===== src/rtl/cmd_bank_mapper.sv =====
module cmd_bank_mapper #(
  parameter int PRG_PAGE_W = 6,
  parameter int CHR_PAGE_W = 8
) (
  input  logic                    clk,
  input  logic                    rst_n,
  input  logic                    cpu_wr,
  input  logic [15:0]             cpu_addr,
  input  logic [7:0]              cpu_wdata,
  input  logic [12:0]             ppu_addr,
  output logic [PRG_PAGE_W+12:0]  prg_addr,
  output logic [CHR_PAGE_W+9:0]   chr_addr,
  output logic                    mirror_horiz
);

  localparam logic [PRG_PAGE_W-1:0] PG_LAST = '1;
  localparam logic [PRG_PAGE_W-1:0] PG_PREV = {{(PRG_PAGE_W-1){1'b1}}, 1'b0};

  logic [2:0]            cmd;
  logic                  swap;
  logic [CHR_PAGE_W-1:0] chr_bank [6];
  logic [PRG_PAGE_W-1:0] prg_bank [2];

  wire       hit      = cpu_wr && cpu_addr[15];
  wire [2:0] port     = {cpu_addr[14:13], cpu_addr[0]};
  wire       wr_cmd   = hit && port == 3'b000;
  wire       wr_val   = hit && (port == 3'b001 || port == 3'b011);
  wire       wr_mir   = hit && port == 3'b010;
  wire       wr_swap  = hit && port == 3'b110;

  always_ff @(posedge clk) begin
    if (!rst_n) begin
      cmd          <= '0;
      swap         <= 1'b0;
      mirror_horiz <= 1'b0;
      for (int i = 0; i < 6; i++) chr_bank[i] <= '0;
      prg_bank[0]  <= '0;
      prg_bank[1]  <= PRG_PAGE_W'(1);
    end else begin
      if (wr_cmd) begin
        cmd  <= cpu_wdata[2:0];
        swap <= 1'b0;
      end
      if (wr_swap) swap <= cpu_wdata[5];
      if (wr_mir) mirror_horiz <= cpu_wdata[0];
      if (wr_val) begin
        for (int i = 0; i < 6; i++)
          if (cmd == 3'(i)) chr_bank[i] <= cpu_wdata[CHR_PAGE_W-1:0];
        if (cmd[2:1] == 2'b11) prg_bank[cmd[0]] <= cpu_wdata[PRG_PAGE_W-1:0];
      end
    end
  end

  logic [PRG_PAGE_W-1:0] prg_page;
  always_comb begin
    unique case (cpu_addr[14:13])
      2'd0:    prg_page = swap ? prg_bank[1] : prg_bank[0];
      2'd1:    prg_page = swap ? prg_bank[0] : prg_bank[1];
      2'd2:    prg_page = PG_PREV;
      default: prg_page = PG_LAST;
    endcase
  end
  assign prg_addr = {prg_page, cpu_addr[12:0]};

  logic [CHR_PAGE_W-1:0] chr_page;
  always_comb begin
    unique case (ppu_addr[12:10])
      3'd0, 3'd1: chr_page = {chr_bank[0][CHR_PAGE_W-1:1], ppu_addr[10]};
      3'd2, 3'd3: chr_page = {chr_bank[1][CHR_PAGE_W-1:1], ppu_addr[10]};
      3'd4:       chr_page = chr_bank[2];
      3'd5:       chr_page = chr_bank[3];
      3'd6:       chr_page = chr_bank[4];
      default:    chr_page = chr_bank[5];
    endcase
  end
  assign chr_addr = {chr_page, ppu_addr[9:0]};

  AST_FIXED_WINDOW: assert property (@(posedge clk) disable iff (!rst_n)
    cpu_addr[14] |-> prg_addr[PRG_PAGE_W+12:14] == PG_LAST[PRG_PAGE_W-1:1] && prg_addr[13] == cpu_addr[13]);

  AST_PAIR_LOW_BIT: assert property (@(posedge clk) disable iff (!rst_n)
    !ppu_addr[12] |-> chr_addr[10] == ppu_addr[10]);

  AST_CMD_CLEARS_SWAP: assert property (@(posedge clk) disable iff (!rst_n)
    (cpu_wr && cpu_addr[15:13] == 3'b100 && !cpu_addr[0]) |=> !swap);

  AST_MIRROR_LOAD: assert property (@(posedge clk) disable iff (!rst_n)
    (cpu_wr && cpu_addr[15:13] == 3'b101 && !cpu_addr[0]) |=> mirror_horiz == $past(cpu_wdata[0]));

  AST_SWAP_LOAD: assert property (@(posedge clk) disable iff (!rst_n)
    (cpu_wr && cpu_addr[15:13] == 3'b111 && !cpu_addr[0]) |=> swap == $past(cpu_wdata[5]));

  AST_IGNORED_WRITE: assert property (@(posedge clk) disable iff (!rst_n)
    (cpu_wr && (!cpu_addr[15] || cpu_addr[15:13] == 3'b110 || (cpu_addr[15:13] == 3'b111 && cpu_addr[0])))
    |=> $stable(mirror_horiz) && $stable(swap) && $stable(cmd));

endmodule


===== config.mk =====
export PLATFORM = sky130hd
export DESIGN_NAME = cmd_bank_mapper
export DESIGN_NICKNAME = d
export VERILOG_FILES = /design/src/rtl/cmd_bank_mapper.sv
export SDC_FILE = /design/constraint.sdc
export NUM_CORES = 1
export LEC_CHECK = 0
export BUFFER_PORTS_ARGS = -buffer_cell sky130_fd_sc_hd__buf_2
export CORE_ASPECT_RATIO = 0.7
export CORE_UTILIZATION = 48
export CTS_CLUSTER_DIAMETER = 50
export DETAILED_ROUTE_END_ITERATION = 10
export PLACE_DENSITY = 0.76
export SLEW_MARGIN = 20
export SYNTH_ARGS = -nofsm -noshare
export SYNTH_HDL_FRONTEND = slang
export SYNTH_SLANG_ARGS = --single-unit

===== constraint.sdc =====
create_clock -name clk -period 2 [get_ports clk]
set_input_delay 0 -clock clk [delete_from_list [all_inputs] [get_ports clk]]
set_output_delay 0 -clock clk [all_outputs]
set_load 0.005 [all_outputs]

* After elaboration in Yosys (flattened, before gate mapping) *
Memory sizes are Yosys's and may differ from the RTL's.
Index checks and enable logic that the tools add are counted.

storage, ports and cells
  flip-flop bits (word level) = 5
  RAM bits = 60
  bits of input ports = 40
  output and inout bits = 38
  logic and storage cells = 87
  memories kept = 2

cells by class
  eq/ne operators = 18
  multiplexer cells = 44
  bitwise operators = 6
  reductions and logical operators = 14

memory list
  memory    words  bits a word  rd ports  clocked after memory_dff  write ports  line  source
  chr_bank  6      8            6         0                         6            21    logic [CHR_PAGE_W-1:0] chr_bank [6];
  prg_bank  2      6            2         0                         2            22    logic [PRG_PAGE_W-1:0] prg_bank [2];

operators with widths
  kind                  count
  $mux W8               6
  $pmux W8 S5           1
  $mux W1               33
  $eq A3 B2 Y1 const B  6
  $eq A3 B3 Y1 const B  6
  $mux W6               3
  $pmux W6 S3           1
  $eq A3 B1 Y1 const B  3
  $logic_not A3 Y1      3
  $or A1 B1 Y1          6
  $reduce_or A6 Y1      1
  $logic_and A1 B1 Y1   5
  $eq A2 B2 Y1 const B  2
  $reduce_or A2 Y1      2
  $eq A2 B1 Y1 const B  1
  $logic_not A2 Y1      1
  $reduce_bool A2 Y1    1
  $logic_or A1 B1 Y1    1

* Depth between registers and ports, before layout *
  depth after elaboration = 8
  depth in mapped cells = 5
  depth with buffers taken out = 3

* Worst setup path after synthesis *
Ideal clock, no wire load.

  kind = register to register
  start = register cmd[0]
  end = memory chr_bank[2][0], enable pin
  setup time = 0.384 ns
  arrival time = 1.462 ns
  required time = 1.616 ns
  setup slack = 0.154 ns
  cell stages (with the launch flop) = 4
  buffers on the path = 1
  clock period less this slack = 1.846 ns
  cell sequence = dfxtp_1 or3b_1 buf_2 o21ai_0

RTL lines
  element                 line  source
  start, declared         19    logic [2:0] cmd;
  start signal, assigned  41    cmd <= cpu_wdata[2:0];
  end, declared           21

* Worst setup path in the final report *
  start = register swap
  end = output port prg_addr[16]

between the ends
  longest elaborated chain between the ends = 2
  elaborated cells on any way between the ends = 3
  classes of those cells = 3 x mux

RTL lines
  element                            line    source
  start, declared                    20      logic swap;
  start signal, assigned             44      if (wr_swap) swap <= cpu_wdata[5];
  $mux W6, on equally long branches  58, 57
  $pmux W6 S3 *                      56      unique case (cpu_addr[14:13])
  end, declared                      11      output logic [PRG_PAGE_W+12:0] prg_addr,

Every way passes the cells marked *; elsewhere a longest branch is shown, timed or not.

==> metrics <==
die area 0.00665 mm2; Synth Flop Type edfxtp_1; worst setup path class reg -> out; Via density 5.46; clock network power share 0.374; CTS Hold Buffers Added 4; largest net degree at the start of global routing 19; net count after synthesis 303; commonest non-fill, non-tap cell in the layout nor2_1; Cells after Synth 263; Antenna diodes 0; worst min-delay path class in -> out; Crit. End Element primary output; number of DRC markers in iteration 0 142; Starting Density 0.515; Internal 2130 uW; Congestion Overflow GR 0; placed wire-length estimate 4.36 mm; clock sink count 63; crit start category flip-flop; Critical Path Max Stage Delay 400 ps; # DRC 0; reg2reg setup slack 490 ps; Logic pwr share 0.079; I/O Pins 78; crit path buf inv count 1; Worst-path clk slew 60 ps; RSZ-0062 raised after global routing no; Reg power frac 0.547; PortBufs 33; maximum clock path buffer count 2; pwr/cell area 810 mW/mm2; layout net count 324; FFs w/ async S/R, synth 0; CTS tree done; Root Driver clkbuf_8; DRT Pass-1 Iters 4; Core Box Area 0.00590 mm2; outcome completed; Max-slew headroom 0.596; peak supply drop 0.000491 V; WL final 5.92 mm; initial antenna violation count 0; most frequent cells in the layout 59 x nor2_1, 58 x edfxtp_1, 33 x buf_2; Max Freq 0.625 GHz; LEAKAGE 0.00121 uW; met1 wire length 2.82 mm; DR WL met3 489 um; die extent in x 97.1 um; Clock Skew 8.16 ps; Final setup viols 0; first-pass GRT wire length 9.47 mm; DR WL/cell 16.4 um; # H-tree levels 3; Max stage delay cell, worst path xnor2_2; CP max FO 10; Final ANT Viol Nets 0; sw power 595 uW; Slew Viols, Final 0; Sum Neg Setup Slack 0 ps; CP delay by family, top XOR/XNOR gates; # fillers 522; Avg Inst Size Synth 11.5 um2; Vias 1976; MaxCap Viol Count 0; Arr. time, crit path 1600 ps; Yosys Warn Count 0; Tot GR Track Use 0.195; Worst Max-Slew Pin Slew 605 ps; post-CTS resize count 0; DIE HEIGHT 68.5 um; number of flops mapped to enable cells by yosys 58; Hold WS 0.00177 ps; cts bufs inserted 9; Sw Share 0.219; post-synthesis register bit count 63; Placer Congestion 0.835; Layout area overhead 10.6%; sequential share of the synthesized area 0.607; postcts setup bufs 0; Yosys cell types 28; std cell rows 23; met2 WL 2.57 mm; Final Hold Vio Count 0; critical path, cell by cell xnor2_2, nor2b_1, a211o_1, buf_2; number of global-route vias before repair 1851; layout cells sized above 1 0.226; Skew-Pair Late Insertion Delay 340 ps; crit path time final 1600 ps; synthesized cell area 0.00304 mm2; uppermost layer routed met4; period utilisation layout 0.800; required time worst endpoint 2000 ps
stage by stage:
stage	power, uW	instance area (um2)	setup slack (ps)	utilization	std cells
3_3_place_gp	1720	3140	407	0.533	344
6_report	2720	3360	400	0.569	362
5_1_grt	2820	3360	250	0.569	362
2_1_floorplan	1680	3040	154	-	263
4_1_cts	2750	3360	371	0.569	362
3_5_place_dp	1730	3140	382	0.533	344
layout make-up:
type,instances,area (um2),area share
Tap cell,75,93.8,0.0279
Clock inverter,4,48.8,0.0145
Clock buffer,10,128,0.0380
Timing Repair Buffer,49,295,0.0879
Multi-Input combinational cell,158,940,0.280
Sequential cell,63,1840,0.548
Inverter,3,11.3,0.00335
sequential cells by signal, indices dropped and copies added, names as in the netlist:
register      count
chr_bank         46
cmd               3
mirror_horiz      1
prg_bank         12
swap              1
worst reg2reg max path: cells and delay by family (launching register included):
kind / cells / cell delay (ps)
compound gates: 1 / 260
flops: 1 / 340
buf+inv: 1 / 220
simple gates: 1 / 390
path summary, 6_finish.rpt:
path,from,endpoint,cells past startpoint
worst max-delay path,swap,prg_addr[16],4
worst min-delay path,cpu_addr[4],prg_addr[4],0
worst max register to register,cmd[0],chr_bank[4][2],3
worst min register to register,cmd[2],cmd[2],2
Yosys cell counts (all sizes together) (3+ instances only):
| cell | number | area (um2) |
|---|---|---|
| nor2 | 59 | 221 |
| edfxtp | 58 | 1740 |
| nand2 | 30 | 113 |
| buf | 27 | 199 |
| o21ai | 16 | 80.1 |
| clkbuf | 12 | 45.0 |
| mux2i | 10 | 100 |
| mux4 | 7 | 158 |
| nor2b | 7 | 43.8 |
| a211o | 5 | 43.8 |
| dfxtp | 5 | 100 |
| nand3b | 5 | 37.5 |
| inv | 3 | 11.3 |
| o221ai | 3 | 26.3 |
power groups by stage:
stage	clock network [uW]	logic [uW]	registers (uW)
5_1_grt	1080	242	1490
4_1_cts	1040	218	1490
3_5_place_dp	0	212	1520
6_report	1020	215	1490
3_3_place_gp	0	207	1520
2_1_floorplan	0	164	1510
routing by layer:
| metal | vias to the layer above | GRT usage |
|---|---|---|
| met5 | - | 0 |
| met4 | 0 | 0.0504 |
| met3 | 8 | 0.0675 |
| met2 | 83 | 0.293 |
| met1 | 937 | 0.274 |
| li1 | 948 | - |
logic make-up (layout without fill, tap and decap cells):
family                    after synthesis  in the layout  synth area share
muxes                                  17             17            0.0849
buffers and inverters                  42             66            0.0841
DFF                                    63             63             0.607
AOI/OAI and AO/OA                      30             30            0.0630
xor gates and xnor gates                1              1           0.00536
and+or+nand+nor                       110            110             0.156
No activity file was read; power rests on OpenSTA's default activity.
